## config.mk

```make
export PLATFORM = sky130hd
export DESIGN_NAME = edge_stamp_unit
export DESIGN_NICKNAME = d
export VERILOG_FILES = /design/src/rtl/stamp_pkg.sv /design/src/rtl/stamp_input_cond.sv /design/src/rtl/stamp_counter.sv /design/src/rtl/edge_stamp_unit.sv
export SDC_FILE = /design/constraint.sdc
export NUM_CORES = 1
export LEC_CHECK = 0
export ABC_AREA = 1
export CORE_MARGIN = 8
export CORE_UTILIZATION = 60
export DETAILED_ROUTE_END_ITERATION = 6
export GPL_TIMING_DRIVEN = 1
export PLACE_DENSITY = 0.81
export SLEW_MARGIN = 20
export SYNTH_ARGS = -nofsm -noshare
export SYNTH_HDL_FRONTEND = slang
export SYNTH_SLANG_ARGS = --single-unit
```

## constraint.sdc

```tcl
create_clock -name clk -period 4 [get_ports clk]
set_input_delay 0.8 -clock clk [delete_from_list [all_inputs] [get_ports clk]]
set_output_delay 0.8 -clock clk [all_outputs]
set_load 0.05 [all_outputs]
```

## src/rtl/stamp_pkg.sv

```systemverilog
`timescale 1ns/1ps
package stamp_pkg;
  // byte addresses on the register bus
  localparam logic [2:0] ADR_CNT_LO = 3'd0;
  localparam logic [2:0] ADR_CNT_HI = 3'd1;
  localparam logic [2:0] ADR_CAP_LO = 3'd2;
  localparam logic [2:0] ADR_CAP_HI = 3'd3;
  localparam logic [2:0] ADR_CTRL   = 3'd4;
  localparam logic [2:0] ADR_STAT   = 3'd5;
  // control register bit positions
  localparam int B_RISE = 0;
  localparam int B_FILT = 1;
  localparam int B_TOP  = 2;
  localparam int B_IEN  = 3;
endpackage

```

## src/rtl/stamp_input_cond.sv

```systemverilog
`timescale 1ns/1ps
module stamp_input_cond #(
  parameter int SYNC = 2,
  parameter int FLT  = 4
) (
  input  logic clk,
  input  logic rst,
  input  logic pin,
  input  logic filt_en,
  input  logic rise_sel,
  output logic edge_evt
);
  logic [SYNC-1:0] sync_q;
  logic            pin_s;
  logic [FLT-2:0]  hist_q;
  logic [FLT-1:0]  win;
  logic            filt_q;
  logic            prev_q;
  logic            sel;

  assign pin_s = sync_q[SYNC-1];
  assign win   = {hist_q, pin_s};
  assign sel   = filt_en ? filt_q : pin_s;

  generate
    if (SYNC == 1) begin : g_sync1
      always_ff @(posedge clk) begin
        if (rst) sync_q <= '0;
        else     sync_q <= pin;
      end
    end else begin : g_syncn
      always_ff @(posedge clk) begin
        if (rst) sync_q <= '0;
        else     sync_q <= {sync_q[SYNC-2:0], pin};
      end
    end
  endgenerate

  always_ff @(posedge clk) begin
    if (rst) begin
      hist_q <= '0;
      filt_q <= 1'b0;
      prev_q <= 1'b0;
    end else begin
      hist_q <= win[FLT-2:0];
      if (&win)       filt_q <= 1'b1;
      else if (~|win) filt_q <= 1'b0;
      prev_q <= sel;
    end
  end

  assign edge_evt = rise_sel ? (sel & ~prev_q) : (~sel & prev_q);
endmodule

```

## src/rtl/stamp_counter.sv

```systemverilog
`timescale 1ns/1ps
module stamp_counter #(
  parameter int W = 16
) (
  input  logic         clk,
  input  logic         rst,
  input  logic         load,
  input  logic [W-1:0] load_val,
  input  logic         top_en,
  input  logic [W-1:0] top_val,
  output logic [W-1:0] count
);
  always_ff @(posedge clk) begin
    if (rst)                            count <= '0;
    else if (load)                      count <= load_val;
    else if (top_en && count == top_val) count <= '0;
    else                                count <= count + 1'b1;
  end
endmodule

```

## src/rtl/edge_stamp_unit.sv

```systemverilog
`timescale 1ns/1ps
module edge_stamp_unit #(
  parameter int BUS_W       = 8,
  parameter int SYNC_STAGES = 2,
  parameter int FILT_LEN    = 4
) (
  input  logic             clk,
  input  logic             rst,
  input  logic             cap_pin,
  input  logic [2:0]       bus_addr,
  input  logic             bus_wr,
  input  logic             bus_rd,
  input  logic [BUS_W-1:0] bus_wdata,
  output logic [BUS_W-1:0] bus_rdata,
  input  logic             irq_ack,
  output logic             irq
);
  import stamp_pkg::*;
  localparam int CW = 2 * BUS_W;

  logic [CW-1:0]    cnt_q;
  logic [CW-1:0]    cap_q;
  logic [BUS_W-1:0] tmp_q;
  logic [BUS_W-1:0] ctrl_q;
  logic             flag_q;
  logic             pin_evt;
  logic             cap_evt;
  logic             cnt_ld;
  logic             cap_ld;
  logic             w1c;
  logic [CW-1:0]    ld_val;

  assign cnt_ld  = bus_wr && (bus_addr == ADR_CNT_LO);
  assign cap_ld  = bus_wr && (bus_addr == ADR_CAP_LO);
  assign w1c     = bus_wr && (bus_addr == ADR_STAT) && bus_wdata[0];
  assign ld_val  = {tmp_q, bus_wdata};
  assign cap_evt = pin_evt && !ctrl_q[B_TOP];

  stamp_input_cond #(.SYNC(SYNC_STAGES), .FLT(FILT_LEN)) i_cond (
    .clk      (clk),
    .rst      (rst),
    .pin      (cap_pin),
    .filt_en  (ctrl_q[B_FILT]),
    .rise_sel (ctrl_q[B_RISE]),
    .edge_evt (pin_evt)
  );

  stamp_counter #(.W(CW)) i_cnt (
    .clk      (clk),
    .rst      (rst),
    .load     (cnt_ld),
    .load_val (ld_val),
    .top_en   (ctrl_q[B_TOP]),
    .top_val  (cap_q),
    .count    (cnt_q)
  );

  always_ff @(posedge clk) begin
    if (rst) begin
      cap_q     <= '0;
      tmp_q     <= '0;
      ctrl_q    <= '0;
      flag_q    <= 1'b0;
      irq       <= 1'b0;
      bus_rdata <= '0;
    end else begin
      if (bus_wr) begin
        case (bus_addr)
          ADR_CNT_HI, ADR_CAP_HI: tmp_q  <= bus_wdata;
          ADR_CTRL:               ctrl_q <= bus_wdata;
          default: ;
        endcase
      end
      if (cap_ld)       cap_q <= ld_val;
      else if (cap_evt) cap_q <= cnt_q;

      if (cap_evt)               flag_q <= 1'b1;
      else if (w1c || irq_ack)   flag_q <= 1'b0;

      irq <= flag_q & ctrl_q[B_IEN];

      if (bus_rd) begin
        case (bus_addr)
          ADR_CNT_LO: begin
            bus_rdata <= cnt_q[BUS_W-1:0];
            tmp_q     <= cnt_q[CW-1:BUS_W];
          end
          ADR_CAP_LO: begin
            bus_rdata <= cap_q[BUS_W-1:0];
            tmp_q     <= cap_q[CW-1:BUS_W];
          end
          ADR_CNT_HI, ADR_CAP_HI: bus_rdata <= tmp_q;
          ADR_CTRL:               bus_rdata <= ctrl_q;
          ADR_STAT:               bus_rdata <= BUS_W'(flag_q);
          default:                bus_rdata <= '0;
        endcase
      end
    end
  end
endmodule

```

==> results of run 1 <==
[power by group through the flow]
stage / Combinational (mW) / Sequential, mW / Clock (mW)
after global placement: 0.191 / 0.720 / 0
after floorplan: 0.140 / 0.716 / 0
final: 0.201 / 0.708 / 0.639
after CTS: 0.197 / 0.706 / 0.646
after detailed placement: 0.195 / 0.721 / 0
after global routing: 0.223 / 0.711 / 0.681
[cells in the mapped netlist, drive strengths merged, types with 4 or more instances]
master and instances:
nand2 157, nor2 69, dfxtp 65, inv 64, a21oi 44, o21ai 39, nand3 34, buf 17
o211ai 12, nand4 8, clkbuf 7, o22ai 7, xor2 7, xnor2 4
[worst max-delay path: cells and delay by family]
kind / cells / cell delay [ns]
buffers and inverters: 2 / 0.75
AND/OR/NAND/NOR: 4 / 0.98
AO/OA/AOI/OAI: 1 / 0.08
[final cells by class]
cell class	count	area (sq um)	share of cell area
Sequential cell	65	1300	0.313
Tap cell	75	93.8	0.0225
Clock inverter	6	91.3	0.0219
Clock buffer	10	138	0.0331
Multi-Input combinational cell	393	2020	0.485
Timing Repair Buffer	27	265	0.0637
Inverter	66	253	0.0607
[through the flow]
step / hold WS (ns) / util
final: 0.412 / 0.699
after global routing: 0.437 / 0.699
after CTS: 0.416 / 0.699
after detailed placement: 0.406 / 0.660
after global placement: 0.390 / 0.660
after floorplan: 0.388 / -
[registers in the layout, summed over array words and instances, names as in the netlist, 2 cells and up]
signal / count
cap_q: 16
i_cond.hist_q: 3
i_cnt.count: 16
i_cond.sync_q: 2
ctrl_q: 8
bus_rdata: 8
tmp_q: 8
[per-layer routing]
layer  global-route usage  vias up
met4                0.144        0
met3               0.0516       41
met1                0.315     1741
met5                    0        -
li1                     -     1796
met2                0.378      177
[cell families after synthesis]
family                   Yosys count
adder cells (fa/ha/maj)            1
AO/OA/AOI/OAI                    108
AND/OR/NAND/NOR                  273
flip-flops                        65
buffers and inverters             90
XOR/XNOR                          11
[worst max path at each step]
stage	start	end	slack [ns]	depth (start not counted)
2_1_floorplan	bus_addr[1]	i_cnt.count[9]	2.29	7
3_3_place_gp	bus_addr[1]	i_cnt.count[9]	1.36	7
3_5_place_dp	bus_addr[1]	i_cnt.count[7]	1.27	7
4_1_cts	rst	ctrl_q[1]	1.63	4
5_1_grt	bus_addr[1]	i_cnt.count[6]	1.47	7
6_report	bus_addr[1]	i_cnt.count[6]	1.60	7
==> summary.md, run 1 <==
| Metric | Value |
|---|---|
| Sw Ratio | 0.280 |
| Setup TNS | 0 ns |
| Final hold violations | 0 |
| Initial antenna violation count | 0 |
| Clk pwr share | 0.413 |
| R2R setup slack | 2.18 ns |
| Req. time, crit path | 4.23 ns |
| Area Growth Syn to Fin | 11.6% |
| Io pins | 26 |
| Area contributors post-synth | dfxtp_1, nand2_1, nor2_1, inv_1, a21oi_1 |
| IR drop worst, VDD | 281 uV |
| Mux cell area share after synthesis | 0 |
| Via density | between 5 and 6 |
| Max-slew headroom | 0.545 |
| Global-route usage over all layers | 0.247 |
| Std cell rows | 28 |
| Unrepaired setup endpoints after global routing | no |
| Tot Pwr | between 1.5 and 2 mW |
| Flops & latches, synth | 65 |
| Ys async rst share | 0 |
| Layout cell share with drive strength beyond 1 | 0.125 |
| Hold endpoint | i_cond.sync_q[1] |
| Total die area | about 0.0090 sq mm |
| Fin crit period | approximately 2.4 ns |
| Slew Viols, Final | 0 |
| Seq/Total Area, Yosys | 0.349 |
| Post-Route WL | 10500 um |
| Setup ws final | between 1.5 and 2 ns |
| Top sig layer | met4 |
| Post-synth top area share | 0.349 |
| FILL cells | 514 |
| Startpoint type of the worst setup path | input pin |
| Final setup violation count | 0 |
| Arr. time, crit path | 2.62 ns |
| Max Cap Violations | 0 |
| Crit-path slowest cell | clkdlybuf4s50_1 |
| Clk sink count | 65 |
| Wire length of the first global-routing pass | 17300 um |
| Final Cycle Share | 0.599 |
| Register clock-pin slew on the reported worst setup and hold paths | 0.07 ns |
| XOR/XNOR share of the synthesized area | 0.0279 |
| Power Density | approximately 370 mW/mm^2 |
| Post-synthesis compound-gate area fraction | 0.169 |
| Most frequent cells in the layout | nand2_1, dfxtp_1, nor2_1, inv_1, a21oi_1 |
| # Post-CTS Setup Buffers | 0 |
| Avg WL per Cell | approximately 16 um |
| Vias in the first global route | 3526 |
| # hold bufs at CTS | 0 |
| Peak Freq | 417 MHz |
| CP Max Fanout | 17 |
| Yosys warns | 0 |
| DRT iter0 DRCs | 346 |
| DRT Pass-1 Iters | 6 |
| Crit Reg-Reg Startpoint | i_cnt.count[7] |
| CP peak stage delay | approximately 0.50 ns |
| Via count of the routed design | 3755 |
| Clock Tree Buf Depth | 2 |
| Placed Area | around 0.0039 sq mm |
| Seq pwr share | 0.457 |
| TritonCTS buffer count | 9 |
| CORE AREA | approximately 0.006 sq mm |
| Hpwl dp | approximately 7400 um |
| Remaining DRCs | 0 |
| Synth Net Count | 566 |
| Nets | 580 |
| Post-Synth Adder-Cell Area | 0.00336 |
| Critical path cell sequence | clkdlybuf4s50_1, nor2_2, nand2_2, nor2_4, inv_2, nand3_1, a21oi_1 |
| Min-delay src | i_cond.sync_q[0] |
| Synth area leader | dfxtp_1 |
| Routed Antenna Nets | 0 |
| # diodes | 0 |
| CTS tree | done |
| Mapped cell area | 0.00373 sq mm |
| Comb power frac | 0.130 |
| Resize count post-CTS | 0 |
| Clock root buffer | clkbuf_8 |
| Clk_lat worst skew | 0.35 ns |
| Area share of and/or/nand/nor cells after synthesis | 0.341 |
| M1 WL | 4460 um |
| Die height | 94.8 um |
| Largest family of logic cells by synthesized area | simple AND/OR/NAND/NOR gates |
| Status | completed |
| GRT Residual Overflow | 0 |
| WL met3 | 966 um |
| Most common cell after layout, fill and taps aside | nand2_1 |
| Die W | 94.8 um |
| Hold Crit Depth | 2 |
| Placed instance count | between 600 and 700 |
| Design area | about 0.0042 sq mm |
| Net switching power | ~430 uW |
| Crit end category | register |
| Reg2reg path depth | 9 |
| Reg2reg end | i_cnt.count[6] |
| Largest net degree at the start of global routing | 27 |
| Number of synthesized flops with an enable pin | 0 |
| DP Worst Slack | 1.27 ns |
| Syn_area_per_cell | slightly below 7 sq um |
| GPL Wtd Cong | 0.955 |
| Synth Flop Type | dfxtp_1 |
| Max Clock Skew | 0.0109 ns |
| Netlist cell types | 38 |
| Min-Delay Path Class | register to register |
| Post-Synthesis Cells | 548 |
| Fin cells | 642 |
| H-tree depth | 3 |
| Met2 Wirelength | 4660 um |
| Static Leak | 1.62 nW |
| Worst Tran Pin Value | 0.680 ns |
| CP Class | input pin to register |
| IO Port Bufs | 25 |
| Internal power | 1.12 mW |
| Initial Util | 0.626 |
No activity file was read; power rests on OpenSTA's default activity.
==> run 2: changes to the inputs <==
Settings changed: CORE_UTILIZATION 60 to 53, PLACE_DENSITY 0.81 to 0.76.
Clock period 4 ns to 2 ns, I/O delays scaled along.
==> summary.md, run 2 (same netlist as run 1, synthesis figures left out) <==
| Metric | Value |
|---|---|
| Nets | 591 |
| TritonCTS buffer count | 9 |
| GRT Residual Overflow | 0 |
| Static Leak | approximately 1.7 nW |
| Critical path cell sequence | clkdlybuf4s50_1 |
| Min-Delay Path Class | register to register |
| Final hold violations | 0 |
| Max Clock Skew | 0.00433 ns |
| Total die area | 0.00998 sq mm |
| Setup TNS | 0 ns |
| IR drop worst, VDD | 568 uV |
| M1 WL | 4640 um |
| Post-Route WL | 10700 um |
| Most common cell after layout, fill and taps aside | nand2_1 |
| # hold bufs at CTS | 0 |
| Design area | 0.00432 sq mm |
| H-tree depth | 3 |
| Vias in the first global route | between 3000 and 4000 |
| Area Growth Syn to Fin | 15.9% |
| CTS tree | done |
| Setup ws final | ~0.09 ns |
| Die height | about 100 um |
| Fin crit period | about 1.9 ns |
| Clock root buffer | clkbuf_8 |
| DP Worst Slack | 0.0273 ns |
| Layout cell share with drive strength beyond 1 | 0.142 |
| Global-route usage over all layers | 0.221 |
| CP Class | register to output pin |
| Status | completed |
| Remaining DRCs | 0 |
| Slew Viols, Final | 0 |
| IO Port Bufs | 25 |
| Wire length of the first global-routing pass | 17500 um |
| Via count of the routed design | 3743 |
| Largest net degree at the start of global routing | 26 |
| Initial antenna violation count | 0 |
| GPL Wtd Cong | 1.01 |
| Most frequent cells in the layout | nand2_1, dfxtp_1, nor2_1, inv_1, a21oi_1 |
| CP Max Fanout | 2 |
| Max-slew headroom | 0.652 |
| CORE AREA | roughly 0.0068 sq mm |
| Final setup violation count | 0 |
| Crit end category | output pin |
| Arr. time, crit path | roughly 1.5 ns |
| Die W | approximately 100 um |
| CP peak stage delay | between 0.8 and 0.9 ns |
| Final Cycle Share | 0.955 |
| # diodes | 0 |
| DRT iter0 DRCs | 319 |
| Worst hold slack | 0.407 ns |
| Avg WL per Cell | 15.9 um |
| Met2 Wirelength | just under 5000 um |
| Peak Freq | between 500 and 600 MHz |
| Top sig layer | met4 |
| Register clock-pin slew on the reported worst setup and hold paths | 0.07 ns |
| CP bufs+invs | 1 |
| Resize count post-CTS | 0 |
| Delay-heaviest family, CP | buffers and inverters |
| Max Cap Violations | 0 |
| WL met3 | 912 um |
| Req. time, crit path | roughly 1.6 ns |
| Regs by FF count | cap_q (16), i_cnt.count (16) |
| Unrepaired setup endpoints after global routing | no |
| Clk_lat worst skew | between 0.3 and 0.4 ns |
| Initial Util | 0.549 |
| Hpwl dp | 7590 um |
| Placed Area | 0.00405 sq mm |
| Crit-path slowest cell | clkdlybuf4s50_1 |
| Worst Tran Pin Value | ~0.52 ns |
| Via density | 5.55 |
| Clock Tree Buf Depth | 2 |
| Clk sink count | 65 |
| Startpoint type of the worst setup path | register |
| Routed Antenna Nets | 0 |
| DRT Pass-1 Iters | 5 |
| Std cell rows | 30 |
| Io pins | 26 |
| # Post-CTS Setup Buffers | 0 |
| Power Density | 774 mW/mm^2 |
[run 2: cell count changes in the layout (fill, tap and decap cells not counted)]
cell,before,now
bufinv_16,2,4
clkbuf_8,10,9
buf_12,0,1
clkinv_2,0,1
clkinvlp_4,3,0
clkinv_4,1,2
buf_4,2,12
[run 2: report_power, final]
group	total [mW]	internal, mW	switching (mW)
combinational	0.421	0.153	0.267
clock	1.51	0.956	0.554
sequential	1.41	1.35	0.0606
[run 2: layout make-up]
type                            instances  area [sq um]
Fill cell                             603          2470
Timing Repair Buffer                   38           360
Sequential cell                        65          1300
Clock inverter                          7           143
Tap cell                               96           120
Multi-Input combinational cell        393          2020
Clock buffer                            9           124
Inverter                               66           253
[run 2: final timing paths]
| path | slack (ns) | startpoint | depth (start not counted) | end |
|---|---|---|---|---|
| max | 0.09 | bus_rdata[7] | 1 | bus_rdata[7] |
| min | 0.41 | i_cond.sync_q[0] | 2 | i_cond.sync_q[1] |
| max reg2reg | 0.24 | i_cnt.count[0] | 7 | i_cnt.count[6] |
| min reg2reg | 0.41 | i_cond.sync_q[0] | 2 | i_cond.sync_q[1] |
[run 2: per-stage QoR]
stage | power, mW | cells | utilization
floorplan | 1.71 | 548 | -
global placement | 1.84 | 658 | 0.597
detailed placement | 1.85 | 658 | 0.597
CTS | 3.34 | 674 | 0.636
global route | 3.46 | 674 | 0.636
finish | 3.34 | 674 | 0.636
[run 2: worst min-delay path, cell delays in order (launching register included)]
cell	delay, ns
dfxtp_1	0.30
inv_1	0.04
nor2_1	0.03
[run 2: per-layer routing]
metal	GRT usage	vias to the layer above
li1	-	1826
met4	0.109	0
met5	0	-
met1	0.277	1702
met3	0.0478	33
met2	0.349	182
